<file path="src/rtl/irrx_pkg.sv">
package irrx_pkg;

    localparam int REG_W = 16;

    localparam logic [4:0] ADR_CTRL  = 5'h00;
    localparam logic [4:0] ADR_RXCFG = 5'h04;
    localparam logic [4:0] ADR_SAMP  = 5'h08;
    localparam logic [4:0] ADR_IEN   = 5'h0C;
    localparam logic [4:0] ADR_STAT  = 5'h10;
    localparam logic [4:0] ADR_DATA  = 5'h14;

    localparam int         RUN_MAX = 128;
    localparam logic [1:0] MODE_RX = 2'b11;

    typedef struct packed {
        logic       pulse;
        logic [6:0] len_m1;
    } run_byte_t;

    typedef struct packed {
        logic [1:0] mode;
        logic       rxen;
        logic       gen;
    } ctrl_t;

    typedef struct packed {
        logic [7:0] idle_thr;
        logic [5:0] noise_thr;
    } samp_cfg_t;

    typedef enum logic {ENC_WAIT, ENC_PKT} enc_state_t;

    function automatic run_byte_t pack_run(input logic lvl, input logic [7:0] cnt);
        run_byte_t b;
        b.pulse  = lvl;
        b.len_m1 = 7'(cnt - 8'd1);
        return b;
    endfunction

endpackage

</file>
<file path="src/rtl/irrx_prescale.sv">
module irrx_prescale #(
    parameter int DIV = 64
) (
    input  logic clk,
    input  logic rst,
    input  logic run,
    output logic tick
);
    localparam int CW = (DIV > 1) ? $clog2(DIV) : 1;

    logic [CW-1:0] cnt_q;

    always_ff @(posedge clk) begin
        if (rst || !run) begin
            cnt_q <= '0;
            tick  <= 1'b0;
        end else if (cnt_q == CW'(DIV - 1)) begin
            cnt_q <= '0;
            tick  <= 1'b1;
        end else begin
            cnt_q <= cnt_q + 1'b1;
            tick  <= 1'b0;
        end
    end
endmodule

</file>
<file path="src/rtl/irrx_filter.sv">
module irrx_filter #(
    parameter int NW = 6
) (
    input  logic          clk,
    input  logic          rst,
    input  logic          run,
    input  logic          tick,
    input  logic          smp,
    input  logic [NW-1:0] noise_thr,
    output logic          lvl,
    output logic          vld
);
    // A new level is accepted only after noise_thr+1 consecutive differing
    // samples; every edge is delayed by the same amount, so lengths are kept.
    logic [NW-1:0] cand_q;

    always_ff @(posedge clk) begin
        if (rst || !run) begin
            lvl    <= 1'b0;
            vld    <= 1'b0;
            cand_q <= '0;
        end else begin
            vld <= tick;
            if (tick) begin
                if (smp == lvl) begin
                    cand_q <= '0;
                end else if (cand_q >= noise_thr) begin
                    lvl    <= smp;
                    cand_q <= '0;
                end else begin
                    cand_q <= cand_q + 1'b1;
                end
            end
        end
    end
endmodule

</file>
<file path="src/rtl/irrx_runenc.sv">
module irrx_runenc
    import irrx_pkg::*;
(
    input  logic      clk,
    input  logic      rst,
    input  logic      run,
    input  logic      vld,
    input  logic      lvl,
    input  logic [7:0] idle_thr,
    output logic      push,
    output run_byte_t byte_o,
    output logic      pkt_end
);
    enc_state_t  st_q;
    logic        run_lvl_q;
    logic [7:0]  run_cnt_q;
    logic [15:0] idle_q;
    logic [15:0] idle_n;
    logic [15:0] idle_lim;

    assign idle_lim = {1'b0, idle_thr, 7'd0} + 16'd1;

    always_comb idle_n = lvl ? 16'd0 : idle_q + 16'd1;

    always_ff @(posedge clk) begin
        if (rst || !run) begin
            st_q      <= ENC_WAIT;
            run_lvl_q <= 1'b0;
            run_cnt_q <= 8'd0;
            idle_q    <= 16'd0;
            push      <= 1'b0;
            pkt_end   <= 1'b0;
            byte_o    <= '0;
        end else begin
            push    <= 1'b0;
            pkt_end <= 1'b0;
            if (vld) begin
                if (st_q == ENC_WAIT) begin
                    if (lvl) begin
                        st_q      <= ENC_PKT;
                        run_lvl_q <= 1'b1;
                        run_cnt_q <= 8'd1;
                        idle_q    <= 16'd0;
                    end
                end else begin
                    idle_q <= idle_n;
                    if (!lvl && idle_n == idle_lim) begin
                        push    <= 1'b1;
                        byte_o  <= pack_run(run_lvl_q, run_cnt_q);
                        pkt_end <= 1'b1;
                        st_q    <= ENC_WAIT;
                        idle_q  <= 16'd0;
                    end else if (lvl == run_lvl_q) begin
                        if (run_cnt_q == 8'(RUN_MAX)) begin
                            push      <= 1'b1;
                            byte_o    <= pack_run(run_lvl_q, run_cnt_q);
                            run_cnt_q <= 8'd1;
                        end else begin
                            run_cnt_q <= run_cnt_q + 8'd1;
                        end
                    end else begin
                        push      <= 1'b1;
                        byte_o    <= pack_run(run_lvl_q, run_cnt_q);
                        run_lvl_q <= lvl;
                        run_cnt_q <= 8'd1;
                    end
                end
            end
        end
    end
endmodule

</file>
<file path="src/rtl/irrx_fifo.sv">
module irrx_fifo #(
    parameter  int DEPTH = 16,
    localparam int AW    = $clog2(DEPTH),
    localparam int CW    = AW + 1
) (
    input  logic          clk,
    input  logic          rst,
    input  logic          clr,
    input  logic          push,
    input  logic [7:0]    din,
    input  logic          pop,
    output logic [7:0]    dout,
    output logic [CW-1:0] count,
    output logic          ovf
);
    logic [7:0]    mem [DEPTH];
    logic [AW-1:0] wp_q;
    logic [AW-1:0] rp_q;
    logic          full;
    logic          do_push;
    logic          do_pop;

    assign full    = (count == CW'(DEPTH));
    assign do_push = push && !full;
    assign do_pop  = pop && (count != '0);
    assign ovf     = push && full;
    assign dout    = (count == '0) ? 8'h00 : mem[rp_q];

    always_ff @(posedge clk) begin
        if (do_push) mem[wp_q] <= din;
    end

    always_ff @(posedge clk) begin
        if (rst || clr) begin
            wp_q  <= '0;
            rp_q  <= '0;
            count <= '0;
        end else begin
            if (do_push) wp_q <= wp_q + 1'b1;
            if (do_pop)  rp_q <= rp_q + 1'b1;
            case ({do_push, do_pop})
                2'b10:   count <= count + 1'b1;
                2'b01:   count <= count - 1'b1;
                default: count <= count;
            endcase
        end
    end
endmodule

</file>
<file path="src/rtl/irrx_sampler.sv">
module irrx_sampler
    import irrx_pkg::*;
#(
    parameter  int PRESCALE   = 64,
    parameter  int FIFO_DEPTH = 16,
    localparam int CW         = $clog2(FIFO_DEPTH) + 1
) (
    input  logic             clk,
    input  logic             rst,
    input  logic             ir_in,
    input  logic             reg_wr,
    input  logic             reg_rd,
    input  logic [4:0]       reg_addr,
    input  logic [REG_W-1:0] reg_wdata,
    output logic [REG_W-1:0] reg_rdata,
    output logic             irq
);
    ctrl_t       ctrl_q;
    logic        inv_q;
    samp_cfg_t   samp_q;
    logic        ien_ovf_q, ien_end_q, ien_av_q;
    logic [CW-1:0] trig_q;
    logic [7:0]  pend_q;
    logic [7:0]  pend_set, pend_clr, irq_mask;

    logic        en;
    logic        sync1_q, sync2_q;
    logic        tick, f_lvl, f_vld;
    logic        enc_push, pkt_end, fifo_ovf, data_rd;
    run_byte_t   enc_byte;
    logic [7:0]  fifo_dout;
    logic [CW-1:0] fifo_cnt;

    assign en      = ctrl_q.gen && ctrl_q.rxen && (ctrl_q.mode == MODE_RX);
    assign data_rd = reg_rd && (reg_addr == ADR_DATA);

    always_ff @(posedge clk) begin
        if (rst) begin
            sync1_q <= 1'b0;
            sync2_q <= 1'b0;
        end else begin
            sync1_q <= ir_in;
            sync2_q <= sync1_q;
        end
    end

    irrx_prescale #(.DIV(PRESCALE)) u_div (
        .clk(clk), .rst(rst), .run(en), .tick(tick)
    );

    irrx_filter #(.NW(6)) u_filt (
        .clk(clk), .rst(rst), .run(en), .tick(tick),
        .smp(sync2_q ^ inv_q), .noise_thr(samp_q.noise_thr),
        .lvl(f_lvl), .vld(f_vld)
    );

    irrx_runenc u_enc (
        .clk(clk), .rst(rst), .run(en), .vld(f_vld), .lvl(f_lvl),
        .idle_thr(samp_q.idle_thr), .push(enc_push), .byte_o(enc_byte),
        .pkt_end(pkt_end)
    );

    irrx_fifo #(.DEPTH(FIFO_DEPTH)) u_fifo (
        .clk(clk), .rst(rst), .clr(!en), .push(enc_push), .din(enc_byte),
        .pop(data_rd), .dout(fifo_dout), .count(fifo_cnt), .ovf(fifo_ovf)
    );

    always_ff @(posedge clk) begin
        if (rst) begin
            ctrl_q    <= '0;
            inv_q     <= 1'b0;
            samp_q    <= '0;
            ien_ovf_q <= 1'b0;
            ien_end_q <= 1'b0;
            ien_av_q  <= 1'b0;
            trig_q    <= '0;
        end else if (reg_wr) begin
            case (reg_addr)
                ADR_CTRL: begin
                    ctrl_q.gen  <= reg_wdata[0];
                    ctrl_q.rxen <= reg_wdata[1];
                    ctrl_q.mode <= reg_wdata[5:4];
                end
                ADR_RXCFG: inv_q <= reg_wdata[2];
                ADR_SAMP: begin
                    samp_q.noise_thr <= reg_wdata[7:2];
                    samp_q.idle_thr  <= reg_wdata[15:8];
                end
                ADR_IEN: begin
                    ien_ovf_q <= reg_wdata[0];
                    ien_end_q <= reg_wdata[1];
                    ien_av_q  <= reg_wdata[4];
                    trig_q    <= reg_wdata[8 +: CW];
                end
                default: ;
            endcase
        end
    end

    always_comb begin
        pend_set    = 8'h00;
        pend_set[0] = fifo_ovf;
        pend_set[1] = pkt_end;
        pend_set[4] = (fifo_cnt != '0) && (fifo_cnt >= trig_q);
        pend_clr    = (reg_wr && reg_addr == ADR_STAT) ? reg_wdata[7:0] : 8'h00;
        irq_mask    = {3'b000, ien_av_q, 2'b00, ien_end_q, ien_ovf_q};
    end

    always_ff @(posedge clk) begin
        if (rst) pend_q <= 8'h00;
        else     pend_q <= ((pend_q & ~pend_clr) | pend_set) & 8'h13;
    end

    assign irq = |(pend_q & irq_mask);

    always_comb begin
        reg_rdata = '0;
        case (reg_addr)
            ADR_CTRL: begin
                reg_rdata[0]   = ctrl_q.gen;
                reg_rdata[1]   = ctrl_q.rxen;
                reg_rdata[5:4] = ctrl_q.mode;
            end
            ADR_RXCFG: reg_rdata[2] = inv_q;
            ADR_SAMP: begin
                reg_rdata[7:2]  = samp_q.noise_thr;
                reg_rdata[15:8] = samp_q.idle_thr;
            end
            ADR_IEN: begin
                reg_rdata[7:0]    = irq_mask;
                reg_rdata[8 +: CW] = trig_q;
            end
            ADR_STAT: begin
                reg_rdata[7:0]     = pend_q;
                reg_rdata[8 +: CW] = fifo_cnt;
            end
            ADR_DATA: reg_rdata[7:0] = fifo_dout;
            default: ;
        endcase
    end
endmodule

</file>
<file path="config.mk">
export PLATFORM = sky130hd
export DESIGN_NAME = irrx_sampler
export DESIGN_NICKNAME = d
export VERILOG_FILES = /design/src/rtl/irrx_pkg.sv /design/src/rtl/irrx_prescale.sv /design/src/rtl/irrx_filter.sv /design/src/rtl/irrx_runenc.sv /design/src/rtl/irrx_fifo.sv /design/src/rtl/irrx_sampler.sv
export SDC_FILE = /design/constraint.sdc
export NUM_CORES = 1
export LEC_CHECK = 0
export CORE_ASPECT_RATIO = 1.25
export CORE_UTILIZATION = 58
export CTS_CLUSTER_DIAMETER = 150
export CTS_CLUSTER_SIZE = 12
export DETAILED_ROUTE_END_ITERATION = 10
export PLACE_DENSITY = 0.77
export SLEW_MARGIN = 40
export SYNTH_ARGS = -nofsm -noshare
export SYNTH_HDL_FRONTEND = slang
export SYNTH_SLANG_ARGS = --single-unit
</file>
<file path="constraint.sdc">
create_clock -name clk -period 4.25 [get_ports clk]
set_input_delay 0.85 -clock clk [delete_from_list [all_inputs] [get_ports clk]]
set_output_delay 0.85 -clock clk [all_outputs]
set_load 0.02 [all_outputs]
</file>
==> results of run 1 <==
==> registers in the layout, summed over array words and instances, names as in the netlist, 3 cells and up, named ones only <==
signal	flops
u_fifo.rp_q	4
ctrl_q	4
trig_q	5
u_enc.byte_o	8
u_enc.idle_q	16
u_fifo.count	5
u_fifo.wp_q	4
u_enc.run_cnt_q	8
samp_q	14
u_filt.cand_q	6
u_fifo.mem	128
pend_q	3
u_div.cnt_q	6
==> layout make-up <==
cell class              instances  area [um^2]
repair buffers                 62          596
multi-input cells             576         4220
fillers                      1252         5740
well taps                     224          280
clock buffers                  37          628
flip-flops and latches        228         5850
inverters                      30          113
==> cell usage in the layout, fill, tap and decap left out, types with 18 or more instances in the layout <==
master and instances:
nand3_1 35, nand2_1 80, buf_4 18, mux4_2 33
ha_1 26, dfxtp_1 99, clkdlybuf4s50_1 42, xor2_1 19
a21oi_1 64, inv_1 29, nor2_1 65, edfxtp_1 128
clkbuf_16 23
==> where the power goes <==
part	internal [mW]	switching (mW)	leakage, nW
sequential	2.31	0.00253	1.69
combinational	0.0322	0.0307	1.53
clock	0.998	0.772	0.300
==> worst max path at each step <==
| stage | startpoint | endpoint | slack [ns] | depth (start not counted) |
|---|---|---|---|---|
| CTS | flip-flop | reg_rdata[4] | 0.07 | 7 |
| detailed placement | reg_addr[3] | u_fifo.count[4]$_SDFFE_PP0P_ | 0.32 | 13 |
| finish | flip-flop | reg_rdata[4] | 0.11 | 7 |
| global placement | reg_addr[3] | u_fifo.count[4]$_SDFFE_PP0P_ | 0.39 | 13 |
| global route | flip-flop | reg_rdata[4] | 0.05 | 7 |
| floorplan | reg_addr[2] | u_fifo.count[4]$_SDFFE_PP0P_ | 0.41 | 14 |
==> through the flow <==
stage | hold slack [ns] | worst slack [ns]
5_1_grt | 0.474 | 0.0493
2_1_floorplan | 0.413 | 0.415
6_report | 0.444 | 0.112
4_1_cts | 0.445 | 0.0702
3_3_place_gp | 0.423 | 0.385
3_5_place_dp | 0.429 | 0.323
==> cell families (layout without fill, tap and decap cells) <==
| group | Yosys count | count (layout) |
|---|---|---|
| flops | 228 | 228 |
| xor+xnor | 31 | 31 |
| simple gates | 302 | 302 |
| mux | 51 | 51 |
| compound gates | 165 | 165 |
| buf+inv | 75 | 129 |
| fa+ha+maj | 27 | 27 |
==> worst max-delay path, cell delays in order (launching register included) <==
cell and delay (ns):
dfxtp_1 0.75, buf_4 0.26, mux4_2 0.29, nor2b_1 0.15
a211oi_1 0.31, a21oi_1 0.11, a221o_1 0.35, clkdlybuf4s50_1 0.55
==> layer usage <==
metal | up-vias | GRT usage [%]
met3 | 64 | 3.24
met2 | 254 | 47.6
met4 | 0 | 13.0
met1 | 3526 | 33.4
li1 | 3380 | -
met5 | - | 0
==> reports/results.txt, run 1 <==
Status: completed
CTS Sinks: 228
Worst reg2reg setup slack: 0.80 ns
Met3 WL: 1200 um
TNS Setup: 0 ns
DR vias: 7224
Worst min path class: flip-flop to flip-flop
Main synth FF type: edfxtp_1
RSZ-0062 raised after global routing: no
RePlAce Congestion: 0.905
IO buf count: 42
Final #Nets: 973
Share of cells above drive strength 1: 10.9%
Final Cell Area: 11700 um^2
Die width: 121 um
Final Core Density: 67.0%
Unique masters post-synth: 68
Max_slew headroom: 40.9%
Synth Area in Compound Gates: 11.0%
Synth Area in Simple Gates: 14.8%
# DRC: 0
Yosys reg bits: 228
N_diodes: 0
Final Non-Filler Cells: 1157
Vias in the first global route: 7052
Hpwl dp: 17100 um
Placed inst area: 11100 um^2
Synthesized instance count: 879
Post-synth ARST share: 0%
Xor-xnor portion of the synthesized cell area: 2.62%
Total power: 4.14 mW
Gr ovfl total: 0
Crit share post-route: 97.4%
Area growth syn-to-layout: 12.9%
Worst Hold Path EP: sync2_q$_SDFF_PP0_
Post-CTS repair timing setup buffer count: 0
Cells on worst reg2reg path: 9
Met1 WL: 9570 um
H-tree levels: 1
Synthesized net count: 932
I/O pin count: 43
Post-synth top area share: 37.1%
Metal2 WL: 12600 um
Initial Utilization: 59.4%
Crit start category: flip-flop
Wire per inst: 21.1 um
CTS tree: built
Reg clk slew, reported paths: 0.06 ns
Tot GR Track Use: 27.2%
Initial antenna violation count: 0
Least-Margin Pin Slew: 0.883 ns
DIE HEIGHT: 151 um
Worst Hold Depth: 1
Die area: 18400 um^2
End of the worst register-to-register path: u_enc.idle_q[15]$_SDFFE_PP0P_
Hold Vio Cnt, Final: 0
Largest area contributor in the netlist: edfxtp_1
Power per cell area: 354 nW/um^2
VDD IR max: 0.000308 V
FMAX: 242 MHz
DR iter-0 viols: 632
Clock Tree Buf Depth: 3
Post-synthesis mux area share: 8.93%
Reg2reg start: u_enc.idle_q[0]$_SDFFE_PP0P_
DR pass1 iterations: 5
Rows: 54
Via density: 6.24
Placed Instances: 1120
Top-count cell post-synth: edfxtp_1
Highest routed layer: met4
Synth Area in Adders: 3.34%
Leading cell types by count after synthesis: edfxtp_1 (128), dfxtp_1 (100), nand2_1 (80)
Synth warn: 0
Mapped cell area: 10400 um^2
Critical path type: flip-flop to output pin
Main combinational cell family by area after synthesis: simple AND/OR/NAND/NOR gates
Clk_lat worst skew: 0.51 ns
Worst EP required: 3.40 ns
Area contributors post-synth: edfxtp_1 (37%), dfxtp_1 (19%), mux4_2 (7.2%)
Synthesized area per cell: 11.8 um^2
Sequential-to-total area share from yosys stat: 56.5%
First-pass GRT wire length: 37800 um
Worst EP arrival: 3.29 ns
Post-cts resize count: 0
Slew Viols, Final: 0
P_leak: 3.52 nW
Min cycle time layout: 4.14 ns
Root Driver: clkbuf_16
Routed Antenna Nets: 0
Post-synth EDFFs: 128
Largest net degree at the start of global routing: 41
CP Max Fanout: 10
Final wirelength: 24400 um
Max_cap viols: 0
CP endpoint kind: output pin
Fin Clk Skew: 0.0192 ns
Worst hold start: sync1_q$_SDFF_PP0_
Setup violation total in the final timing report: 0
Core area: 17400 um^2
TritonCTS Buffers: 22
# hold bufs at CTS: 0
No activity file was read; power rests on OpenSTA's default activity.
==> run 2: changes to the inputs <==
--- a/config.mk
+++ b/config.mk
@@ -5,6 +5,7 @@
 export SDC_FILE = /design/constraint.sdc
 export NUM_CORES = 1
 export LEC_CHECK = 0
+export CAP_MARGIN = 30
 export CORE_ASPECT_RATIO = 1.25
 export CORE_UTILIZATION = 58
 export CTS_CLUSTER_DIAMETER = 150
==> results of run 2 <==
The final DEF is identical to that of run 1; final timing and power are the same.
